$ cat src/rtl/irqc_pkg.sv
package irqc_pkg;
  // operation applied to the level store in a cycle
  typedef enum logic [1:0] {
    LOP_NONE = 2'd0,
    LOP_TAKE = 2'd1,
    LOP_RET  = 2'd2,
    LOP_SET  = 2'd3
  } lvl_op_e;
endpackage

$ cat src/rtl/irqc_chain.sv
// One group: pending flags plus the acknowledge chain through its devices.
module irqc_chain #(
  parameter int DEVS = 4,
  localparam int DW = (DEVS > 1) ? $clog2(DEVS) : 1
) (
  input  logic            clk,
  input  logic            rst_n,
  input  logic [DEVS-1:0] ev,
  input  logic [DEVS-1:0] en,
  input  logic            ack_in,
  output logic            grp_req,
  output logic [DEVS-1:0] ack_out,
  output logic [DW-1:0]   first_idx
);
  logic [DEVS-1:0] pend_q;
  logic [DEVS-1:0] live;
  logic [DEVS:0]   pass;

  assign live    = pend_q & en;
  assign grp_req = |live;
  assign pass[0] = ack_in;

  // acknowledge stops at the first live device, moves on otherwise
  for (genvar i = 0; i < DEVS; i++) begin : g_link
    assign ack_out[i] = pass[i] & live[i];
    assign pass[i+1]  = pass[i] & ~live[i];
  end

  always_comb begin
    first_idx = '0;
    for (int i = DEVS - 1; i >= 0; i--) begin
      if (live[i]) first_idx = DW'(i);
    end
  end

  always_ff @(posedge clk) begin
    if (!rst_n) pend_q <= '0;
    else        pend_q <= (pend_q & ~ack_out) | ev;
  end
endmodule

$ cat src/rtl/irqc_pick.sv
// Fixed ranking between groups: highest index wins.
module irqc_pick #(
  parameter int GROUPS = 4,
  localparam int GW = (GROUPS > 1) ? $clog2(GROUPS) : 1
) (
  input  logic [GROUPS-1:0] req,
  output logic              any,
  output logic [GW-1:0]     win
);
  assign any = |req;

  always_comb begin
    win = '0;
    for (int g = 0; g < GROUPS; g++) begin
      if (req[g]) win = GW'(g);
    end
  end
endmodule

$ cat src/rtl/irqc_lvl.sv
// Current level register with a small store of saved levels.
module irqc_lvl
  import irqc_pkg::*;
#(
  parameter int LW    = 3,
  parameter int DEPTH = 4,
  localparam int CW = $clog2(DEPTH + 1),
  localparam int IW = (DEPTH > 1) ? $clog2(DEPTH) : 1
) (
  input  logic          clk,
  input  logic          rst_n,
  input  lvl_op_e       op,
  input  logic [LW-1:0] new_lvl,
  output logic [LW-1:0] cur,
  output logic          full
);
  logic [LW-1:0] mem_q [DEPTH];
  logic [CW-1:0] cnt_q;
  logic [IW-1:0] top_idx;
  logic [IW-1:0] push_idx;

  assign full     = (cnt_q == CW'(DEPTH));
  assign push_idx = cnt_q[IW-1:0];
  assign top_idx  = IW'(cnt_q - CW'(1));

  always_ff @(posedge clk) begin
    if (!rst_n) begin
      cur   <= '0;
      cnt_q <= '0;
      for (int i = 0; i < DEPTH; i++) mem_q[i] <= '0;
    end else begin
      unique case (op)
        LOP_TAKE: begin
          if (!full) begin
            mem_q[push_idx] <= cur;
            cnt_q           <= cnt_q + CW'(1);
          end
          cur <= new_lvl;
        end
        LOP_RET: begin
          if (cnt_q != '0) begin
            cur   <= mem_q[top_idx];
            cnt_q <= cnt_q - CW'(1);
          end
        end
        LOP_SET:  cur <= new_lvl;
        default:  ;
      endcase
    end
  end
endmodule

$ cat src/rtl/irq_ctrl.sv
module irq_ctrl
  import irqc_pkg::*;
#(
  parameter int GROUPS = 4,
  parameter int DEVS   = 4,
  parameter int DEPTH  = 4,
  parameter int VEC_W  = 6,
  parameter int PREFIX = 2,
  localparam int N  = GROUPS * DEVS,
  localparam int GW = (GROUPS > 1) ? $clog2(GROUPS) : 1,
  localparam int DW = (DEVS > 1) ? $clog2(DEVS) : 1,
  localparam int LW = $clog2(GROUPS + 1),
  localparam int PW = VEC_W - GW - DW
) (
  input  logic             clk,
  input  logic             rst_n,
  input  logic [N-1:0]     dev_event,
  input  logic [N-1:0]     dev_en,
  input  logic             gie,
  input  logic             lvl_wr,
  input  logic [LW-1:0]    lvl_wdata,
  input  logic             rti,
  input  logic             intr_ack,
  output logic             irq_out,
  output logic [N-1:0]     dev_ack,
  output logic             vec_valid,
  output logic [VEC_W-1:0] vec,
  output logic [LW-1:0]    run_lvl
);
  logic [GROUPS-1:0] grp_req;
  logic [GROUPS-1:0] grp_ack;
  logic [DW-1:0]     first_idx [GROUPS];
  logic              any_req;
  logic [GW-1:0]     win;
  logic [LW-1:0]     win_lvl;
  logic              stk_full;
  logic              take;
  lvl_op_e           op;
  logic [LW-1:0]     new_lvl;

  for (genvar g = 0; g < GROUPS; g++) begin : g_grp
    irqc_chain #(.DEVS(DEVS)) u_chain (
      .clk       (clk),
      .rst_n     (rst_n),
      .ev        (dev_event[g*DEVS +: DEVS]),
      .en        (dev_en[g*DEVS +: DEVS]),
      .ack_in    (grp_ack[g]),
      .grp_req   (grp_req[g]),
      .ack_out   (dev_ack[g*DEVS +: DEVS]),
      .first_idx (first_idx[g])
    );
    assign grp_ack[g] = take && (win == GW'(g));
  end

  irqc_pick #(.GROUPS(GROUPS)) u_pick (
    .req (grp_req),
    .any (any_req),
    .win (win)
  );

  assign win_lvl = LW'(win) + LW'(1);
  assign irq_out = gie && any_req && (win_lvl > run_lvl) && !stk_full;
  assign take    = intr_ack && irq_out;

  always_comb begin
    op      = LOP_NONE;
    new_lvl = lvl_wdata;
    if (take) begin
      op      = LOP_TAKE;
      new_lvl = win_lvl;
    end else if (rti) begin
      op = LOP_RET;
    end else if (lvl_wr) begin
      op = LOP_SET;
    end
  end

  irqc_lvl #(.LW(LW), .DEPTH(DEPTH)) u_lvl (
    .clk     (clk),
    .rst_n   (rst_n),
    .op      (op),
    .new_lvl (new_lvl),
    .cur     (run_lvl),
    .full    (stk_full)
  );

  always_ff @(posedge clk) begin
    if (!rst_n) begin
      vec_valid <= 1'b0;
      vec       <= '0;
    end else begin
      vec_valid <= take;
      if (take) vec <= {PW'(PREFIX), win, first_idx[win]};
    end
  end
endmodule

$ cat config.mk
export PLATFORM = sky130hd
export DESIGN_NAME = irq_ctrl
export DESIGN_NICKNAME = d
export VERILOG_FILES = /design/src/rtl/irqc_pkg.sv /design/src/rtl/irqc_chain.sv /design/src/rtl/irqc_pick.sv /design/src/rtl/irqc_lvl.sv /design/src/rtl/irq_ctrl.sv
export SDC_FILE = /design/constraint.sdc
export NUM_CORES = 1
export LEC_CHECK = 0
export ABC_AREA = 1
export BUFFER_PORTS_ARGS = -buffer_cell sky130_fd_sc_hd__buf_2
export CORE_ASPECT_RATIO = 1.25
export CORE_MARGIN = 4
export CORE_UTILIZATION = 38
export DETAILED_ROUTE_END_ITERATION = 16
export PLACE_DENSITY = 0.7
export SLEW_MARGIN = 0
export SYNTH_ARGS = -nofsm -noshare
export SYNTH_HDL_FRONTEND = slang
export SYNTH_SLANG_ARGS = --single-unit
$ cat constraint.sdc
create_clock -name clk -period 6.4 [get_ports clk]
set_clock_uncertainty 0.1 [all_clocks]
set_input_delay 1.92 -clock clk [delete_from_list [all_inputs] [get_ports clk]]
set_output_delay 1.92 -clock clk [all_outputs]
set_load 0.01 [all_outputs]
==> results of run 1 <==
==> sequential cells by signal, summed over array words and instances, names as in the netlist <==
register	cells
u_lvl.mem_q	12
vec	5
u_lvl.cnt_q	3
g_grp.u_chain.pend_q	16
vec_valid	1
u_lvl.cur	3
==> stage by stage <==
stage	utilization	cell area [µm²]	hold WS [ns]
after floorplan	-	2290	0.340
after CTS	0.476	2770	0.355
after global routing	0.478	2780	0.384
after detailed placement	0.462	2690	0.339
final	0.478	2780	0.347
after global placement	0.462	2690	0.334
==> cell usage in the layout, fill, tap and decap left out, types with 3 or more instances in the layout <==
| cell type | instances |
|---|---|
| inv_2 | 4 |
| buf_4 | 4 |
| inv_1 | 58 |
| nand2_2 | 5 |
| o21ai_0 | 20 |
| dfxtp_1 | 28 |
| edfxtp_1 | 12 |
| nand2_1 | 66 |
| ha_1 | 8 |
| buf_2 | 66 |
| nor2_2 | 3 |
| nor2_1 | 38 |
| clkbuf_8 | 5 |
| nand3_1 | 25 |
| a21oi_1 | 26 |
==> routing by layer <==
metal	up-vias	part of all wire	track usage
met1	983	0.41	0.167
met5	-	0	0
met4	0	0.022	0.0668
met3	9	0.054	0.0448
li1	1145	-	-
met2	54	0.52	0.283
==> path summary, 6_finish.rpt <==
kind,slack [ns],endpoint,depth (start not counted)
max,0.14,dev_ack[14],19
min,0.35,vec[5]$_SDFFE_PN0N_,2
max reg2reg,3.23,u_lvl.mem_q[1][1]$_SDFFCE_PN0P_,19
min reg2reg,0.35,vec[5]$_SDFFE_PN0N_,2
==> power groups by stage <==
stage	Sequential [mW]	Combinational [mW]	Clock (mW)
floorplan	0.327	0.221	0
finish	0.327	0.319	0.165
CTS	0.327	0.316	0.169
detailed placement	0.333	0.311	0
global placement	0.332	0.307	0
global route	0.332	0.361	0.179
==> layout make-up <==
type                            count  area (µm²)  share of cell area
Multi-Input combinational cell    210        1090               0.392
Sequential cell                    40         921               0.331
Timing Repair Buffer               70         360               0.130
Inverter                           64         243              0.0873
Tap cell                           66        82.6              0.0297
Clock buffer                        5        68.8              0.0248
Clock inverter                      3        13.8             0.00495
==> cells by family after synthesis <==
group	after synthesis	share of synthesized area
flops	40	0.403
compound gates	53	0.120
fa+ha+maj	8	0.0438
buf+inv	70	0.124
other cells	1	0.00164
simple gates	148	0.308
==> tightest hold or removal path, stage by stage (launching register included) <==
cell     delay (ns)
dfxtp_1        0.31
nand2_1        0.05
nand2_1        0.04
==> timing repair <==
| action | 4_1_cts | 5_1_grt |
|---|---|---|
| setup buffers | 0 | 0 |
| resized for setup | 0 | 3 |
| hold endpoints to repair | 0 | 0 |
| setup endpoints to repair | 0 | 15 |
| hold buffers | 0 | 0 |
==> cell usage after synthesis <==
cell type and instances:
edfxtp_1 12, o21ai_0 20, inv_4 1, o22ai_1 2, buf_8 1, nand3_4 1
clkbuf_1 2, nand2_1 66, nand4_4 1, nor2_4 1, conb_1 1, buf_4 1
buf_2 2, nand2_2 5, and2_1 1, a31oi_1 1, o211ai_1 2, nand3b_1 2
dfxtp_1 28, nand3_2 1, nor2_1 40, nand2_4 2, o21ai_1 1, inv_2 4
a21oi_1 27, ha_1 8, clkinv_1 1, inv_1 58, nor2_8 2, nor2_2 1
nand3_1 25
==> flow_metrics.py, run 1 <==
metrics = {
    "global_route": {
        "grt_pass1_vias": 2152,
        "antenna_found_initial": 0,
        "grt_max_degree": 21,
        "grtUsageTotal": 0.155,
        "grt_pass1_wl_mm": 9.03,
        "grt_overflow_total": 0,
    },
    "detailed_routing": {
        "drtIter0Drc": 108,
        "vias_per_cell": 4.78,
        "vias": 2191,
        "wl_per_cell_um": 12.2,
        "firstDrtPassIters": 4,
        "drc": 0,
        "antenna_left": 0,
        "wirelength_mm": 5.59,
    },
    "yosys": {
        "synth_warnings": 0,
        "yosysSeqAreaShare": 0.403,
        "synth_nets": 369,
        "yosys.cell_types.count": 31,
        "netlist_area_mm2": 0.00229,
        "yosysTopAreaCell": "dfxtp_1",
        "synth.area.top_cells": "dfxtp_1 25%, edfxtp_1 16%, nand2_1 11%",
        "syn_inst": 320,
        "syn_area_per_cell_um2": 7.14,
        "yosysTopAreaCellShare": 0.245,
        "synth-seq-cells": 40,
    },
    "floorplanning": {
        "die_w_um": 77.4,
        "core-area_mm2": 0.00582,
        "dieHeight_um": 94.7,
        "start_util": 0.393,
        "dieArea_mm2": 0.00733,
        "io_pins": 68,
        "num_rows": 31,
    },
    "clocking": {
        "cts_buffers": 5,
        "clock_latency_ns": 0.30,
        "h-tree-depth": 2,
        "tritoncts": "done",
        "clockBufferDepth": 2,
        "root_buffer": "clkbuf_8",
        "clkTransAtPathRegs_ns": 0.08,
        "clkSinkCount": 40,
    },
    "power": {
        "power_frac_clock": 0.203,
        "swShare": 0.402,
        "ir_drop_v": 0.000112,
        "switchingPower_uw": 325,
        "pwr-share-seq": 0.403,
        "combPwrFrac": 0.393,
        "power.internal_uw": 484,
        "power_leakage_nw": 1.60,
        "power_density_mw_per_mm2": 291,
        "power_uw": 810,
    },
    "flow_run": {
        "drv_cap": 0,
    },
    "cells_and_area": {
        "antenna_cells": 0,
        "drive_above_1_share": 0.253,
        "finalNetCount": 440,
        "fillers": 621,
        "stdcell_count": 458,
        "area_growth_pct": 21.6,
    },
    "critical_path": {
        "cp_max_fo": 15,
        "worstSetupEndpointType": "output port",
        "critPathKind": "in2out",
        "crit_top_cell": "inv_1",
        "cp_slowest_cell": "ha_1",
        "r2r-start": "g_grp[3].u_chain.pend_q[0]$_SDFF_PN0_",
        "path_cells": "buf_2, nand2_2, nand2_1, inv_2, nand2_4, inv_1, o21ai_0, ha_1, inv_1, ha_1, nand3_1, nand3_1, a21oi_2, nand3_4, buf_4, nor2_2, nand2_1, inv_1, buf_2",
        "startpoint": "dev_en[14]",
        "max_stage_delay_ns": 0.31,
        "cp.arrival_ns": 4.24,
        "start_kind": "input pin",
        "critPathBufInv": 7,
        "cp_data_required_time_ns": 4.38,
        "crit_family": "buffers and inverters",
    },
    "status": {
        "status": "finished clean",
    },
    "place": {
        "place.port_buffers": 66,
        "dpl.hpwl_mm": 4.42,
        "gp_congestion": 0.849,
        "pre_cts_ws_ns": 0.0461,
        "dp.cells": 450,
    },
    "timing": {
        "fmax_ghz": 0.160,
        "slew_headroom": 0.473,
        "hold_violations": 0,
        "rsz0062_at_grt": "true",
        "finalSetupTns_ns": 0,
        "setup_ws_ns": 0.139,
        "tightest_slew_ns": 0.790,
        "post-route-period-util": 0.978,
        "layout_min_cycle_time_ns": 6.26,
        "setup_viol": 0,
        "drv_slew": 0,
    },
    "min_path": {
        "hold_path.startpoint": "vec[5]$_SDFFE_PN0N_",
        "worstHoldPathType": "reg2reg",
    },
}
(Power assumes the default switching activity.)
==> run 2, diff against run 1 <==
CELL_PAD_IN_SITES_DETAIL_PLACEMENT = 1   (was unset)
CELL_PAD_IN_SITES_GLOBAL_PLACEMENT = 1   (was unset)
CORE_UTILIZATION = 36   (was 38)
PLACE_DENSITY = 0.87   (was 0.7)
==> flow_metrics.py, run 2 (synthesis results as in run 1) <==
metrics = {
    "timing": {
        "hold_violations": 0,
        "drv_slew": 0,
        "post-route-period-util": 0.991,
        "slew_headroom": 0.446,
        "setup_viol": 0,
        "finalSetupTns_ns": 0,
        "setup_ws_ns": 0.0573,
        "layout_min_cycle_time_ns": 6.34,
        "tightest_slew_ns": 0.830,
        "fin_hold_ws_ns": 0.343,
        "fmax_ghz": 0.158,
    },
    "place": {
        "post_dp_cell_area_mm2": 0.00273,
        "pre_cts_ws_ns": -0.0638,
        "gp_congestion": 0.869,
        "place.port_buffers": 66,
        "dp.cells": 471,
        "dpl.hpwl_mm": 5.23,
    },
    "flow_run": {
        "drv_cap": 0,
    },
    "floorplanning": {
        "dieHeight_um": 97.1,
        "core-area_mm2": 0.00617,
        "io_pins": 68,
        "start_util": 0.371,
        "die_w_um": 79.3,
        "dieArea_mm2": 0.00770,
        "num_rows": 32,
    },
    "min_path": {
        "hold_path_end": "vec[5]$_SDFFE_PN0N_",
        "hold_path.startpoint": "vec[5]$_SDFFE_PN0N_",
        "worstHoldPathType": "reg2reg",
        "holdPathStages": 2,
    },
    "cells_and_area": {
        "drive_above_1_share": 0.280,
        "stdcell_area_mm2": 0.00292,
        "stdcell_count": 482,
        "area_growth_pct": 27.7,
        "top_regs": "g_grp.u_chain.pend_q: 16 flops, u_lvl.mem_q: 12 flops, vec: 5 flops",
        "most-common-layout-cells": "66 x nand2_1, 66 x buf_2, 57 x inv_1",
        "largest_register_ffs": 16,
        "top_register": "g_grp.u_chain.pend_q",
        "antenna_cells": 0,
        "final_core_util": 0.473,
        "finalNetCount": 445,
    },
    "critical_path": {
        "critPathBufInv": 8,
        "cp_data_required_time_ns": 4.38,
        "rr_worst_depth": 20,
        "cp_slowest_cell": "ha_1",
        "start_kind": "input pin",
        "r2r-start": "g_grp[3].u_chain.pend_q[1]$_SDFF_PN0_",
        "r2r_end": "u_lvl.mem_q[1][2]$_SDFFCE_PN0P_",
        "crit_family": "buffers and inverters",
        "r2r_slack_ns": 3.02,
        "critPathKind": "in2out",
        "max_stage_delay_ns": 0.31,
        "worstSetupEndpointType": "output port",
        "path_cells": "buf_2, nand2_1, nand2_2, inv_2, nand2_4, inv_2, o21ai_2, ha_1, inv_1, ha_1, nand3_1, nand3_1, a21oi_2, nand3_4, buf_12, inv_1, nand3_2, inv_1, buf_2",
        "cp.arrival_ns": 4.32,
        "crit_top_cell": "inv_1",
        "cp_max_fo": 6,
    },
    "clocking": {
        "tritoncts": "done",
        "clkSinkCount": 40,
        "clock_latency_ns": 0.31,
        "cts_hold_buf": 0,
        "clkTransAtPathRegs_ns": 0.09,
        "cts_buffers": 5,
        "clockBufferDepth": 2,
        "h-tree-depth": 2,
        "root_buffer": "clkbuf_8",
    },
    "global_route": {
        "grtUsageTotal": 0.183,
        "grt_max_degree": 21,
        "grt_pass1_wl_mm": 11.1,
        "antenna_found_initial": 0,
        "grt_overflow_total": 0,
        "grt_pass1_vias": 2468,
    },
    "detailed_routing": {
        "drtIter0Drc": 118,
        "antenna_left": 0,
        "firstDrtPassIters": 4,
        "wl_per_cell_um": 14.4,
        "vias": 2284,
        "vias_per_cell": 4.74,
        "drc": 0,
        "wirelength_mm": 6.95,
    },
    "status": {
        "status": "finished clean",
    },
    "power": {
        "power_density_mw_per_mm2": 310,
        "ir_drop_v": 0.000125,
        "power_leakage_nw": 1.64,
        "power_uw": 904,
    },
}
==> run 2: per-layer routing <==
layer  global-route usage  wire length (µm)  part of all wire
met5                    0                 0                 0
met4               0.0635               148             0.021
met3               0.0464               331             0.048
met2                0.344              3740              0.54
met1                0.192              2730              0.39
==> run 2: power breakdown <==
group | total (mW) | leakage (nW) | switching [mW] | internal (mW)
clock network | 0.220 | 0.0583 | 0.102 | 0.118
registers | 0.329 | 0.357 | 0.0324 | 0.296
logic | 0.356 | 1.23 | 0.229 | 0.127
==> run 2: worst min-delay path: cells and delay by family (launching register included) <==
| kind | cells | cell delay (ns) |
|---|---|---|
| simple gates | 2 | 0.09 |
| flops | 1 | 0.31 |
==> run 2: layout make-up <==
class	count	area [µm²]
tap	85	106
sequential	40	921
multi-input combinational	210	1120
fill	839	3250
clock inverter	3	47.5
timing repair buffer	75	410
inverter	64	243
clock buffer	5	68.8
==> run 2: repair_timing <==
action                     4_1_cts  5_1_grt
setup endpoints to repair       11       15
resized for setup                2       14
setup buffers                    0        3
pin swaps                        0        2
==> run 2: worst max path at each step <==
stage               slack (ns)  cells after the start       start          end
floorplan                 0.32                     13  dev_en[10]   dev_ack[2]
global placement          0.15                     18  dev_en[14]   dev_ack[8]
detailed placement       -0.06                     19  dev_en[13]  dev_ack[15]
CTS                       0.03                     19  dev_en[13]  dev_ack[15]
global route             -0.08                     19  dev_en[13]  dev_ack[12]
finish                    0.06                     19  dev_en[13]  dev_ack[12]
==> run 3, diff against run 2 <==
PLACE_DENSITY = unset   (was 0.87)
PLACE_DENSITY_LB_ADDON = 0.1   (was unset)
==> flow_metrics.py, run 3 (synthesis results as in run 1) <==
metrics = {
    "place": {
        "dpl.hpwl_mm": 5.08,
        "gp_congestion": 0.791,
        "pre_cts_ws_ns": 0.0147,
        "dp.cells": 471,
        "post_dp_cell_area_mm2": 0.00273,
        "place.port_buffers": 66,
    },
    "detailed_routing": {
        "firstDrtPassIters": 6,
        "drc": 0,
        "vias": 2204,
        "wl_per_cell_um": 13.0,
        "antenna_left": 0,
        "vias_per_cell": 4.60,
        "wirelength_mm": 6.24,
        "drtIter0Drc": 62,
    },
    "flow_run": {
        "drv_cap": 0,
    },
    "global_route": {
        "grt_max_degree": 21,
        "grt_pass1_vias": 2335,
        "grt_pass1_wl_mm": 10.5,
        "grt_overflow_total": 0,
        "antenna_found_initial": 0,
        "grtUsageTotal": 0.169,
    },
    "cells_and_area": {
        "top_regs": "g_grp.u_chain.pend_q: 16 flops, u_lvl.mem_q: 12 flops, vec: 5 flops",
        "drive_above_1_share": 0.264,
        "top_register": "g_grp.u_chain.pend_q",
        "finalNetCount": 442,
        "stdcell_area_mm2": 0.00286,
        "area_growth_pct": 25.3,
        "antenna_cells": 0,
        "largest_register_ffs": 16,
        "final_common_cell": "buf_2",
        "most-common-layout-cells": "66 x buf_2, 65 x nand2_1, 58 x inv_1",
        "stdcell_count": 479,
    },
    "critical_path": {
        "cp_max_fo": 14,
        "r2r-start": "g_grp[3].u_chain.pend_q[0]$_SDFF_PN0_",
        "cp_data_required_time_ns": 4.38,
        "cp.arrival_ns": 4.16,
        "start_kind": "input pin",
        "startpoint": "dev_en[12]",
        "worstSetupEndpointType": "output port",
        "critPathKind": "in2out",
        "rr_worst_depth": 19,
    },
    "floorplanning": {
        "core-area_mm2": 0.00617,
        "die_w_um": 79.3,
        "dieArea_mm2": 0.00770,
        "io_pins": 68,
        "num_rows": 32,
        "dieHeight_um": 97.1,
        "start_util": 0.371,
    },
    "power": {
        "power_uw": 866,
        "power_density_mw_per_mm2": 303,
        "ir_drop_v": 0.000110,
        "power_leakage_nw": 1.62,
    },
    "timing": {
        "hold_violations": 0,
        "setup_ws_ns": 0.223,
        "tightest_slew_ns": 0.855,
        "post-route-period-util": 0.965,
        "layout_min_cycle_time_ns": 6.18,
        "drv_slew": 0,
        "setup_viol": 0,
        "fmax_ghz": 0.162,
        "slew_headroom": 0.430,
    },
    "clocking": {
        "clkSinkCount": 40,
        "root_buffer": "clkbuf_8",
        "clock_latency_ns": 0.29,
        "clockBufferDepth": 2,
        "cts_buffers": 5,
        "h-tree-depth": 2,
        "clkTransAtPathRegs_ns": 0.08,
        "tritoncts": "done",
    },
    "status": {
        "status": "finished clean",
    },
    "min_path": {
        "worstHoldPathType": "reg2reg",
        "hold_path.startpoint": "vec[5]$_SDFFE_PN0N_",
        "holdPathStages": 2,
    },
}
[run 3: worst paths after layout]
kind,to,slack [ns]
worst max-delay path,dev_ack[12],0.22
worst min-delay path,vec[5]$_SDFFE_PN0N_,0.34
worst max register to register,u_lvl.mem_q[1][2]$_SDFFCE_PN0P_,3.32
worst min register to register,vec[5]$_SDFFE_PN0N_,0.34
[run 3: metal layers]
layer / wire, µm / vias up / global-route usage
li1: - / 1149 / -
met1: 2540 / 1008 / 0.188
met2: 3450 / 42 / 0.326
met3: 203 / 5 / 0.0297
met4: 49 / 0 / 0.0384
met5: 0 / - / 0
[run 3: cell type report]
type	count	area, µm²
Tap cell	85	106
Timing Repair Buffer	72	383
Clock inverter	2	35.0
Multi-Input combinational cell	210	1100
Clock buffer	6	72.6
Fill cell	835	3300
Inverter	64	243
Sequential cell	40	921
[run 3: critical path: stages]
cell and delay [ns]:
buf_2 0.10, nand2_2 0.09, nand2_2 0.07, inv_2 0.07, nand2_4 0.05, inv_1 0.09
o21ai_1 0.10, ha_1 0.30, inv_1 0.05, ha_1 0.28, nand3_1 0.09, nand3_1 0.09
a21oi_2 0.18, nand3_4 0.15, buf_8 0.19, inv_1 0.07, nand3_1 0.09, inv_1 0.06
buf_2 0.12
[run 3: metrics by stage]
step,hold WS [ns],util,TNS [ns]
finish,0.341,0.464,0
global route,0.388,0.464,-0.0131
CTS,0.351,0.460,0
detailed placement,0.340,0.442,0
global placement,0.329,0.442,0
floorplan,0.340,-,0
[run 3: repair_timing]
action	in CTS	in global routing
resized for setup	1	9
pin swaps	0	2
buffers inserted	0	0
cloned	0	0
hold buffers	0	0
endpoints found under the setup margin	1	16
[run 3: where the power goes]
group          total [mW]  internal, mW  switching (mW)
clock               0.203         0.116          0.0876
combinational       0.335         0.119           0.215
sequential          0.328         0.296          0.0322
